--- src/rtl/ltt_pkg.sv ---
package ltt_pkg;
  localparam int WIN_PAGE0 = 3;
  localparam int RELOAD_W  = 31;
  localparam logic [7:0] OFS_DIV = 8'h00;
  localparam logic [7:0] OFS_RLD = 8'h08;
  localparam logic [7:0] OFS_CTL = 8'h20;
  localparam logic [7:0] OFS_STS = 8'h30;
  localparam logic [7:0] OFS_ENA = 8'h34;
  localparam logic [7:0] OFS_ACK = 8'h40;

  typedef struct packed {
    logic interval;
    logic cnt_run;
    logic tick_run;
  } ctl_t;
endpackage

--- src/rtl/ltt_prescaler.sv ---
module ltt_prescaler #(
  parameter int W = 32
) (
  input  logic         clk,
  input  logic         rst_n,
  input  logic         run,
  input  logic [W-1:0] limit,
  output logic         tick
);
  logic [W-1:0] pcnt_q, pcnt_d;

  always_comb begin
    tick   = run && (pcnt_q >= limit);
    pcnt_d = (!run || tick) ? '0 : pcnt_q + W'(1);
  end

  always_ff @(posedge clk or negedge rst_n) begin
    if (!rst_n) pcnt_q <= '0;
    else        pcnt_q <= pcnt_d;
  end
endmodule

--- src/rtl/ltt_evcounter.sv ---
module ltt_evcounter #(
  parameter int W = 31
) (
  input  logic         clk,
  input  logic         rst_n,
  input  logic         step,
  input  logic         load,
  input  logic [W-1:0] load_val,
  input  logic [W-1:0] reload_val,
  output logic         expire
);
  logic [W-1:0] cnt_q, cnt_d;

  always_comb begin
    expire = step && (cnt_q == '0);
    if (load)        cnt_d = load_val;
    else if (expire) cnt_d = reload_val;
    else if (step)   cnt_d = cnt_q - W'(1);
    else             cnt_d = cnt_q;
  end

  always_ff @(posedge clk or negedge rst_n) begin
    if (!rst_n) cnt_q <= '0;
    else        cnt_q <= cnt_d;
  end
endmodule

--- src/rtl/ltt_channel.sv ---
module ltt_channel
  import ltt_pkg::*;
(
  input  logic        clk,
  input  logic        rst_n,
  input  logic        sel,
  input  logic        wr,
  input  logic [7:0]  ofs,
  input  logic [31:0] wdata,
  output logic [31:0] rdata,
  output logic        irq,
  output logic        expire,
  output logic        sts,
  output logic        cnt_run,
  output logic        interval
);
  logic [31:0]         div_q, div_d;
  logic [RELOAD_W-1:0] rld_q, rld_d;
  ctl_t                ctl_q, ctl_d;
  logic                sts_q, sts_d, ena_q, ena_d;
  logic [2:0]          ack_q, ack_d;
  logic                wr_div, wr_rld, wr_ctl, wr_sts, wr_ena, wr_ack;
  logic                tick, step, rld_load;

  always_comb begin
    wr_div   = sel && wr && (ofs == OFS_DIV);
    wr_rld   = sel && wr && (ofs == OFS_RLD);
    wr_ctl   = sel && wr && (ofs == OFS_CTL);
    wr_sts   = sel && wr && (ofs == OFS_STS);
    wr_ena   = sel && wr && (ofs == OFS_ENA);
    wr_ack   = sel && wr && (ofs == OFS_ACK);
    rld_load = wr_rld && wdata[31];
    step     = tick && ctl_q.cnt_run;
  end

  ltt_prescaler #(.W(32)) u_pre (
    .clk(clk), .rst_n(rst_n), .run(ctl_q.tick_run), .limit(div_q), .tick(tick)
  );

  ltt_evcounter #(.W(RELOAD_W)) u_cnt (
    .clk(clk), .rst_n(rst_n), .step(step), .load(rld_load),
    .load_val(wdata[RELOAD_W-1:0]), .reload_val(rld_q), .expire(expire)
  );

  always_comb begin
    div_d = wr_div   ? wdata : div_q;
    rld_d = rld_load ? wdata[RELOAD_W-1:0] : rld_q;
    ctl_d = ctl_q;
    if (wr_ctl)                          ctl_d = ctl_t'(wdata[2:0]);
    else if (expire && !ctl_q.interval)  ctl_d.cnt_run = 1'b0;
    sts_d = expire | (sts_q & ~(wr_sts & wdata[0]));
    ena_d = wr_ena ? wdata[0] : ena_q;
    ack_d = ack_q;
    if (wr_ack) ack_d = ack_q & ~{wdata[3], wdata[1], wdata[0]};
    if (wr_div) ack_d[0] = 1'b1;
    if (wr_rld) ack_d[1] = 1'b1;
    if (wr_ctl) ack_d[2] = 1'b1;
  end

  always_ff @(posedge clk or negedge rst_n) begin
    if (!rst_n) begin
      div_q <= '0;
      rld_q <= '0;
      ctl_q <= '0;
      sts_q <= 1'b0;
      ena_q <= 1'b0;
      ack_q <= '0;
    end else begin
      div_q <= div_d;
      rld_q <= rld_d;
      ctl_q <= ctl_d;
      sts_q <= sts_d;
      ena_q <= ena_d;
      ack_q <= ack_d;
    end
  end

  always_comb begin
    rdata = '0;
    if (sel) begin
      case (ofs)
        OFS_DIV: rdata = div_q;
        OFS_RLD: rdata = {1'b0, rld_q};
        OFS_CTL: rdata = {29'd0, ctl_q};
        OFS_STS: rdata = {31'd0, sts_q};
        OFS_ENA: rdata = {31'd0, ena_q};
        OFS_ACK: rdata = {28'd0, ack_q[2], 1'b0, ack_q[1], ack_q[0]};
        default: rdata = '0;
      endcase
    end
  end

  assign irq      = sts_q & ena_q;
  assign sts      = sts_q;
  assign cnt_run  = ctl_q.cnt_run;
  assign interval = ctl_q.interval;
endmodule

--- src/rtl/ltt_bank.sv ---
module ltt_bank
  import ltt_pkg::*;
#(
  parameter int N_TIMERS = 4,
  parameter int ADDR_W   = 12
) (
  input  logic                clk,
  input  logic                rst_n,
  input  logic                bus_wr,
  input  logic [ADDR_W-1:0]   bus_addr,
  input  logic [31:0]         bus_wdata,
  output logic [31:0]         bus_rdata,
  output logic [N_TIMERS-1:0] irq
);
  localparam int PAGE_W = ADDR_W - 8;

  logic [1:0]          rst_sync_q;
  logic                core_rst_n;
  logic [PAGE_W-1:0]   page;
  logic [31:0]         ch_rdata [N_TIMERS];
  logic [N_TIMERS-1:0] exp_v, sts_v, run_v, ival_v;

  always_ff @(posedge clk or negedge rst_n) begin
    if (!rst_n) rst_sync_q <= 2'b00;
    else        rst_sync_q <= {rst_sync_q[0], 1'b1};
  end
  assign core_rst_n = rst_sync_q[1];
  assign page       = bus_addr[ADDR_W-1:8];

  for (genvar i = 0; i < N_TIMERS; i++) begin : g_ch
    logic sel;
    assign sel = (page == PAGE_W'(WIN_PAGE0 + i));
    ltt_channel u_ch (
      .clk(clk), .rst_n(core_rst_n), .sel(sel), .wr(bus_wr),
      .ofs(bus_addr[7:0]), .wdata(bus_wdata), .rdata(ch_rdata[i]),
      .irq(irq[i]), .expire(exp_v[i]), .sts(sts_v[i]),
      .cnt_run(run_v[i]), .interval(ival_v[i])
    );
  end

  always_comb begin
    bus_rdata = '0;
    for (int i = 0; i < N_TIMERS; i++) bus_rdata = bus_rdata | ch_rdata[i];
  end
endmodule

--- config.mk ---
export PLATFORM = sky130hd
export DESIGN_NAME = ltt_bank
export DESIGN_NICKNAME = d
export VERILOG_FILES = /design/src/rtl/ltt_pkg.sv /design/src/rtl/ltt_prescaler.sv /design/src/rtl/ltt_evcounter.sv /design/src/rtl/ltt_channel.sv /design/src/rtl/ltt_bank.sv
export SDC_FILE = /design/constraint.sdc
export NUM_CORES = 1
export LEC_CHECK = 0
export BUFFER_PORTS_ARGS = -buffer_cell sky130_fd_sc_hd__clkbuf_2
export CORE_MARGIN = 2
export CORE_UTILIZATION = 35
export DETAILED_ROUTE_END_ITERATION = 12
export SLEW_MARGIN = 25
export SYNTH_ARGS = -nofsm -noshare
export SYNTH_HDL_FRONTEND = slang
export SYNTH_SLANG_ARGS = --single-unit
--- constraint.sdc ---
create_clock -name clk -period 15.6 [get_ports clk]
set_input_delay 3.12 -clock clk [delete_from_list [all_inputs] [get_ports clk]]
set_output_delay 3.12 -clock clk [all_outputs]
set_load 0.01 [all_outputs]
After elaboration in Yosys (flattened, before gate mapping). Cells that the tools add are included.

Reduce and logical (&&, ||, !) cells: 85. Mux-type cells: 48. Equality and inequality tests: 9. Bitwise logic cells: 28. Order comparisons: 4. Add/subtract/negate cells: 8.

Operators by type and width (number): 32-bit one-hot mux with 6 select lines (4); 31-bit two-way mux (12); 32-bit two-way mux (8); 32-bit by 1-bit adder with 32-bit output, second input constant (4); 32-bit greater-or-equal comparator (4); 31-bit zero test (4); 31-bit by 1-bit subtractor with 31-bit output, second input constant (4); 32-bit bitwise OR (3); 1-bit logical AND (48); 2-bit nonzero test (16); 8-bit by 6-bit == test with 1-bit output, second input constant (3); 1-bit two-way mux (20); 1-bit AND (12); 3-bit AND (4); 4-bit by 3-bit == test with 1-bit output, second input constant (3); 3-bit two-way mux (4); 3-bit nonzero test (4); 8-bit by 4-bit == test with 1-bit output, second input constant (1); 8-bit by 7-bit == test with 1-bit output, second input constant (1); 1-bit zero test (8); 8-bit zero test (1); 4-bit by 2-bit == test with 1-bit output, second input constant (1); 1-bit logical OR (4); 1-bit NOT (4); other kinds (2) (5).

Register bits after elaboration: 538. Bits of input ports: 47. Output and inout bits: 36. Word-level logic and storage cells: 231.

Depth between registers and ports, before layout. Gate-level depths: netlist (run 1).

Depth in word-level cells: 7. Gate-level depth with buffers: 12. Gate-level depth less buffers: 10.

Cells and area by module. A second synthesis (run 1) with hierarchy kept.

Cells, all modules: 3335. Area total of the unflattened synthesis: 33673.5 sq um.

By module, submodules not included: ltt_channel (seq. area each 1776.7 sq um, times used 4, area each 3542.1 sq um, cells an instance 267); ltt_evcounter (seq. area each 775.7 sq um, times used 4, area each 2381.0 sq um, cells an instance 279); ltt_prescaler at g_ch[0].u_ch.u_pre ... (seq. area each 800.8 sq um, times used 3, area each 2409.8 sq um, cells an instance 278); ltt_prescaler at g_ch[3].u_ch.u_pre (seq. area each 800.8 sq um, times used 1, area each 2418.6 sq um, cells an instance 278); ltt_bank (seq. area each 50.0 sq um, times used 1, area each 332.8 sq um, cells an instance 39).

Worst setup path after synthesis (run 1). No wires, ideal clock.

Path type: input -> output. Start: input bus_addr[3]. End: output bus_rdata[11]. Required time: 12.480 ns. Arrival: 5.387 ns. Path slack: 7.093 ns. Path buffers: 5. Cell stages on the path: 9. Cell sequence: clkbuf_1 nor2b_1 nor4bb_1 clkbuf_1 clkbuf_1 clkbuf_1 clkbuf_1 a22oi_1 o21ai_0.

Word-level cells in the longest chain between the ends: 6. Elaborated cells between the ends (all ways): 17. Those cells by class: eq/ne: 5; mux: 8; bitwise: 3; reduce/logical: 1.

Ends and longest elaborated chain: from (decl) (RTL line ltt_bank.sv:10) `input logic [ADDR_W-1:0] bus_addr,`; 8-bit by 7-bit == test with 1-bit output, or another cell as far along (RTL line ltt_channel.sv:81) `case (ofs)`; 32-bit one-hot mux with 6 select lines (RTL line ltt_channel.sv:81); 32-bit two-way mux (RTL line ltt_channel.sv:80) `if (sel) begin`; 32-bit bitwise OR (2 in series) (RTL line ltt_bank.sv:43) `for (int i = 0; i < N_TIMERS; i++) bus_rdata = bus_rdata | ch_rdata[i];`; 32-bit bitwise OR (*) (RTL line ltt_bank.sv:43); to (decl) (RTL line ltt_bank.sv:12) `output logic [31:0] bus_rdata,`.

Mark *: on every way between the ends. The rest lies on a longest branch, timed or not.

Worst setup path after layout (run 1).
Start: input bus_addr[1]. End: output bus_rdata[2].

Same word-level chain as after synthesis.

==> summary.txt, run 1 <==
Logic synthesis
  – Prevailing post-synth register cell: dfrtp_1
  – Number of synthesized flops with an enable pin: 0
  – Yosys top cell by area: dfrtp_1
  – Share of flip-flops with an asynchronous set or reset: between 90% and 100%
  – Syn avg cell area: 8.431 µm²
  – Yosys cell types: 77
  – Sequential element share of the synthesized area: between 40 and 50%
  – Top-area cell type share of the netlist area: around 45%
  – Synthesized area: 30220 µm²
  – Post-Syn Instances: 3584
  – Synthesis-stage register bit count: 538
  – Syn_nets: 3767
  – Synth top area cells: dfrtp_1 45%, nand2_1 8.6%, ha_1 5.6%
  – Yosys warns: 0

Die
  – Die area: 88700 µm²
  – CORE AREA: 85410 µm²
  – Initial core utilization: 35.37%
  – Std cell rows: 107
  – Die X: between 200 and 300 µm
  – Die outline height: 297.8 µm
  – # IOs: between 80 and 90

Drt
  – Vias per inst: approximately 5.8
  – Drc violations: 0
  – WL/cell: 25.79 µm
  – Post-detailed-routing wire length: 122400 µm
  – Final ANT Viol Nets: 0
  – Vias: 27528
  – Starting DRT DRC Count: 3273
  – DRT Pass-1 Iters: 8

Clock network
  – Htree depth: 2
  – TritonCTS clock tree: built
  – Clk sink count: between 500 and 600
  – Hold Buf Count CTS: 0
  – Root Buffer: clkbuf_16
  – Clock Path Buffers: 3
  – Setup repair bufs after CTS: 0
  – Clk slew on worst S/H paths: approximately 0.060 ns
  – TritonCTS Buffers: 60
  – Cts repair resizes: 0
  – Worst skew pair latency: around 0.65 ns

Timing
  – Skew final: between 0.02 and 0.03 ns
  – RSZ-0062 raised after global routing: false
  – Setup TNS: 0 ns
  – Tcrit/Tclk final: 59.02%
  – Final hold vios: 0
  – Worst slew pin tran: 1.115 ns
  – FMAX: 108.6 MHz
  – Period minus WS final: 9.208 ns
  – Fin. max-slew vios: 0
  – Slew Limit Headroom: 25.31%
  – Setup WS post-layout: between 6 and 7 ns
  – Final setup viols: 0

Global route
  – Routing usage on met1: a little over a third
  – Initial antenna violation count: 9
  – First-pass GRT wire length: approximately 180000 µm
  – Largest net degree at the start of global routing: 163
  – Total GRT Usage: 27.04%
  – Grt total ovfl: 0
  – Vias in the first global route: 25503
  – Met3 Use GR: between 7 and 8%
  – GRT met2 Usage: approximately 39%
  – Grt peak-use layer: met2

Power
  – Sw Pwr: 711.9 µW
  – Peak supply drop: 0.08777 mV
  – Comb pwr share: between 3 and 4%
  – Switch share: 23.55%
  – Clk network pwr share: ~50%
  – Pwr Density: between 80 and 90 nW/µm²
  – Sequential share of power: 46.7%
  – Static leakage: 15.02 nW
  – Int Power: 2.311 mW

Layout
  – Non-Filler Instances: 4746
  – Reg area: 13470 µm²
  – Ratio of cells with drive above 1 in the final layout: 8.053%
  – Layout filler cell count: 8757
  – Area of the multi-input gates: about 15000 µm²
  – Final nets: 3737
  – Layout overhead on the synthesized area: 11.76%

Worst setup path
  – Worst R2R Setup Slack: approximately 12 ns
  – Instance count on the critical path: 8
  – Delay-heaviest family, CP: simple AND/OR/NAND/NOR gates
  – CP Launch Type: primary input
  – Crit-path most repeated cell: clkbuf_2
  – CP max FO: 52
  – Worst path max stage delay: 0.65 ns
  – Slowest-stage cell, CP: or3_4
  – Critical Path AT: just over 6 ns
  – Worst EP required: between 10 and 15 ns
  – Crit-path cells: clkbuf_2 -> or3_1 -> or4_1 -> or3_4 -> o21ai_0 -> a21oi_1 -> o221ai_1 -> clkbuf_2
  – WP buf/inv: 2
  – Critical path class: primary input to output pin
  – Reg-to-reg endpoint: g_ch[2].u_ch.u_cnt.cnt_q[18]
  – Worst Setup End Kind: output pin
  – R2R depth: 10
  – Worst r2r src: g_ch[2].u_ch.div_q[0]

Min path
  – Hold path depth: 0
  – HP Class: flop to flop
  – Worst Hold Path EP: rst_sync_q[1]
  – Min-delay src: rst_sync_q[0]

Run status
  – Outcome: complete, no violations

Placed design
  – Final RePlAce weighted congestion: between 1 and 1.5
  – Inst Count DP: 4634
  – DPL Wire Length: between 80000 and 90000 µm
  – Pre-CTS setup slack: 6.169 ns
  – I/O Buffers: between 80 and 90

Run
  – Max cap viols: 0
-- stage by stage --
| step | hold WS, ns | utilization (%) | power (mW) | instance area (µm²) |
|---|---|---|---|---|
| global placement | 0.3391 | 37.01 | 1.538 | 31610 |
| finish | 0.3453 | 39.54 | 3.023 | 33770 |
| CTS | 0.3497 | 39.45 | 3.037 | 33700 |
| global route | 0.3538 | 39.53 | 3.094 | 33770 |
| detailed placement | 0.3358 | 37.02 | 1.538 | 31620 |
| floorplan | 0.3311 | - | 1.479 | 30220 |
-- flip-flops by register name, summed over array words and instances, names as in the netlist --
name,cells
g_ch.u_ch.div_q,128
g_ch.u_ch.u_pre.pcnt_q,128
g_ch.u_ch.rld_q,124
g_ch.u_ch.u_cnt.cnt_q,124
g_ch.u_ch.ack_q,12
g_ch.u_ch.cnt_run,4
g_ch.u_ch.ctl_q,4
g_ch.u_ch.ena_q,4
g_ch.u_ch.interval,4
g_ch.u_ch.sts,4
rst_sync_q,2
-- placed cells by master (no fill, tap or decap), drive strengths merged, types with 30 or more instances in the layout --
master	netlist	routed
and3	45	45
nor3	71	71
dfrtp	538	538
buf	27	43
nand3	97	97
o21ai	322	322
o221ai	38	38
a21oi	188	188
clkbuf	190	166
o211ai	40	40
ha	136	136
a31oi	30	30
or3	39	39
nor2	366	366
nand4	41	41
inv	156	157
a22oi	111	111
nand2	696	696
xor2	72	72
nor4	38	38
xnor2	49	49
-- power by group through the flow --
stage               combinational [mW]  clock [mW]  sequential (mW)
floorplan                       0.0303           0             1.45
global placement                 0.101           0             1.44
detailed placement               0.101           0             1.44
CTS                              0.102        1.52             1.41
global route                     0.110        1.57             1.41
finish                           0.104        1.51             1.41
-- synth_stat cells (13+ instances only) --
library cell	n
and2_1	16
nor4_1	32
mux2i_1	20
or4_1	22
xnor2_1	49
nor2_1	366
nor3_1	69
nand3_1	97
o211ai_1	40
a31oi_1	30
ha_1	136
dfrtp_1	538
nand4_1	41
a22oi_1	111
or3_1	39
inv_1	156
a21oi_1	188
clkbuf_1	190
mux2_2	17
a211oi_1	13
xor2_1	72
o21ai_0	312
o22a_1	21
nand2_1	695
o22ai_1	22
o21a_1	17
nand2b_1	20
and3_1	45
o221ai_1	38
-- metal layers --
metal | routed length, µm | part of all wire, % | vias to the layer above
met1 | 50720 | 41 | 13453
met2 | 51360 | 42 | 1233
met3 | 12600 | 10 | 324
li1 | - | - | 12506
met5 | 68 | 0.056 | -
met4 | 7668 | 6.3 | 12
-- kinds of logic after synthesis --
group / Yosys count / share of synthesized area (%)
muxes: 37 / 1.296
DFF: 538 / 44.56
and+or+nand+nor: 1497 / 22.10
other: 1 / 0.01241
AOI/OAI and AO/OA: 881 / 18.01
buffers and inverters: 373 / 4.882
xor gates and xnor gates: 121 / 3.507
adders and majority gates: 136 / 5.632
-- worst register-to-register path: cells and delay by family (launching register included) --
family	cells	cell delay, ns
buf+inv	1	0.52
simple gates	3	0.89
flops	1	0.48
fa+ha+maj	1	0.31
compound gates	5	1.47
-- worst max path at each step --
stage                        startpoint                    end  slack [ns]
after global routing        bus_addr[1]           bus_rdata[2]        6.36
after CTS                   bus_addr[1]           bus_rdata[2]        6.17
final                       bus_addr[1]           bus_rdata[2]        6.39
after global placement      bus_addr[1]           bus_rdata[2]        6.21
after floorplan           rst_sync_q[1]  g_ch[0].u_ch.ack_q[0]        6.84
after detailed placement    bus_addr[1]           bus_rdata[2]        6.17
-- layout make-up --
type	instances	share of cell area (%)
timing repair buffer	125	2.301
antenna	1	0.007410
clock buffer	84	5.195
clock inverter	25	0.9485
multi-input combinational	2673	45.70
tap	1144	4.239
sequential	538	39.88
inverter	156	1.734
No activity file was read; power rests on OpenSTA's default activity.
==> inputs of run 2 (changes only) <==
- clock period: 15.6 -> 8 ns (I/O delays scaled with it)
==> run 2 against run 1 <==
Design area increased by 0.14%; clock power increased by 93%; non-clock buffer count increased by 3; clock skew decreased by 0.0012 ns; combinational power increased by 96%; via count increased by 0.29%.
==> summary.txt, run 2 (synthesis gave the netlist of run 1 again) <==
Die
  – Die X: 297.8 µm (unchanged)
  – Initial core utilization: 35.37% (unchanged)
  – Die area: 88700 µm² (unchanged)
  – Die outline height: 297.8 µm (unchanged)
  – # IOs: 83 (unchanged)
  – CORE AREA: 85410 µm² (unchanged)
  – Std cell rows: 107 (unchanged)

Timing
  – RSZ-0062 raised after global routing: false
  – Skew final: 0.02600 ns (-0.001159 ns)
  – Final hold vios: 0 (unchanged)
  – Tcrit/Tclk final: between 70% and 80%
  – Period minus WS final: about 6.3 ns
  – Fin Hold WS: 0.3173 ns (-0.02806 ns)
  – Fin. max-slew vios: 0 (unchanged)
  – FMAX: about 160 MHz
  – Worst slew pin tran: 1.070 ns (-0.04585 ns)
  – Final setup viols: 0 (unchanged)
  – Slew Limit Headroom: 28.04% (+2.7 points)
  – Setup TNS: 0 ns (unchanged)

Worst setup path
  – Worst EP required: 6.40 ns (-6.08 ns)
  – Reg-to-reg endpoint: g_ch[2].u_ch.u_cnt.cnt_q[18]
  – Critical Path AT: 4.66 ns (-1.43 ns)
  – R2R depth: 11 (+1)
  – Worst r2r src: g_ch[2].u_ch.div_q[23]
  – CP Launch Type: primary input
  – CP max FO: 52 (unchanged)
  – Worst Setup End Kind: output pin
  – Critical path class: primary input to output pin
  – Worst R2R Setup Slack: 3.93 ns (-7.90 ns)

Placed design
  – Final RePlAce weighted congestion: 0.9739 (-5.3%)
  – I/O Buffers: 82 (unchanged)
  – DPL Wire Length: 85800 µm (-2.9%)

Power
  – Overall power: 5.875 mW (+94%)
  – Static leakage: 15.05 nW (+0.18%)
  – Pwr Density: 173.7 nW/µm² (+94%)
  – Peak supply drop: 0.1766 mV (+100%)

Clock network
  – Htree depth: 2 (unchanged)
  – Clock Path Buffers: 3 (unchanged)
  – Hold Buf Count CTS: 0 (unchanged)
  – Worst skew pair latency: 0.64 ns (about the same)
  – Root Buffer: clkbuf_16
  – Setup repair bufs after CTS: 0 (unchanged)
  – Clk slew on worst S/H paths: 0.06 ns (about the same)
  – Cts repair resizes: 0 (unchanged)
  – TritonCTS clock tree: built
  – Clk sink count: 538 (unchanged)
  – TritonCTS Buffers: 60 (unchanged)

Drt
  – Vias per inst: 5.809 (+0.15%)
  – DRT Pass-1 Iters: 9 (+1)
  – Vias: 27609 (+0.29%)
  – Starting DRT DRC Count: 3042 (-7.1%)
  – Final ANT Viol Nets: 0 (unchanged)
  – Drc violations: 0 (unchanged)
  – WL/cell: 25.06 µm (-2.8%)
  – Post-detailed-routing wire length: 119100 µm (-2.7%)

Global route
  – Grt total ovfl: 0 (unchanged)
  – Vias in the first global route: 26047 (+2.1%)
  – Largest net degree at the start of global routing: 167 (+2.5%)
  – Initial antenna violation count: 9 (unchanged)
  – Total GRT Usage: 26.50% (-0.54 points)
  – First-pass GRT wire length: 176100 µm (-0.94%)

Layout
  – Layout overhead on the synthesized area: 11.92%
  – Regs by FF count: g_ch.u_ch.div_q x128, g_ch.u_ch.u_pre.pcnt_q x128
  – Ratio of cells with drive above 1 in the final layout: 8.345% (+0.29 points)
  – Most frequent cells in the layout: 692 x nand2_1, 537 x dfrtp_1, 359 x nor2_1
  – Final nets: 3740 (+0.080%)
  – Commonest non-fill, non-tap cell in the layout: nand2_1

Run status
  – Outcome: complete, no violations

Min path
  – HP Class: flop to asynchronous set/reset pin

Run
  – Max cap viols: 0 (unchanged)
-- run 2: cell count changes in the layout (fill, tap and decap cells not counted), sizes merged --
| cell | delta |
|---|---|
| diode | +1 |
| clkinv | +2 |
| inv | +1 |
| clkbuf | -1 |
| bufinv | -2 |
| buf | +3 |
| clkinvlp | +3 |
-- run 2: layer usage --
metal / vias to the layer above / track usage (%) / routed length (µm)
met3: 297 / 5.396 / 11110
li1: 12530 / - / -
met4: 10 / 13.20 / 6792
met2: 1222 / 39.13 / 50680
met1: 13550 / 36.82 / 50470
met5: - / 0 / 64
-- run 2: worst max-delay path by stage --
stage,depth (start not counted),from,end
after floorplan,9,bus_addr[3],bus_rdata[11]
after global placement,9,bus_addr[1],bus_rdata[2]
after detailed placement,9,bus_addr[1],bus_rdata[2]
after CTS,9,bus_addr[1],bus_rdata[2]
after global routing,9,bus_addr[1],bus_rdata[2]
final,9,bus_addr[1],bus_rdata[2]
-- run 2: worst max-delay path, cell delays in order --
cell      delay [ns]
clkbuf_2        0.09
or3_1           0.52
or4_1           0.56
or3_2           0.44
buf_4           0.32
o21ai_0         0.25
a21oi_1         0.07
o221ai_1        0.54
clkbuf_2        0.25
-- run 2: where the power goes --
part           total, mW  switching [mW]  internal (mW)  leakage, nW
Sequential          2.75          0.0177           2.73         6.50
Combinational      0.204           0.173         0.0311         7.51
Clock               2.92            1.21           1.72         1.03
-- run 2: area by class of cell --
class                      instances  area (µm²)
tap                             1144        1431
multi-input combinational       2673       15430
clock inverter                    29       290.3
antenna                            2       5.005
inverter                         156       585.6
fill                            8639       51600
timing repair buffer             128       820.8
sequential                       538       13470
clock buffer                      83        1789
-- run 2: stage by stage --
step | std cells | worst slack (ns) | utilization, % | instance area [µm²]
floorplan | 3584 | 2.533 | - | 30220
global placement | 4637 | 1.879 | 37.05 | 31650
detailed placement | 4637 | 1.849 | 37.06 | 31650
CTS | 4749 | 1.840 | 39.49 | 33730
global route | 4751 | 1.719 | 39.59 | 33810
finish | 4753 | 1.741 | 39.59 | 33820
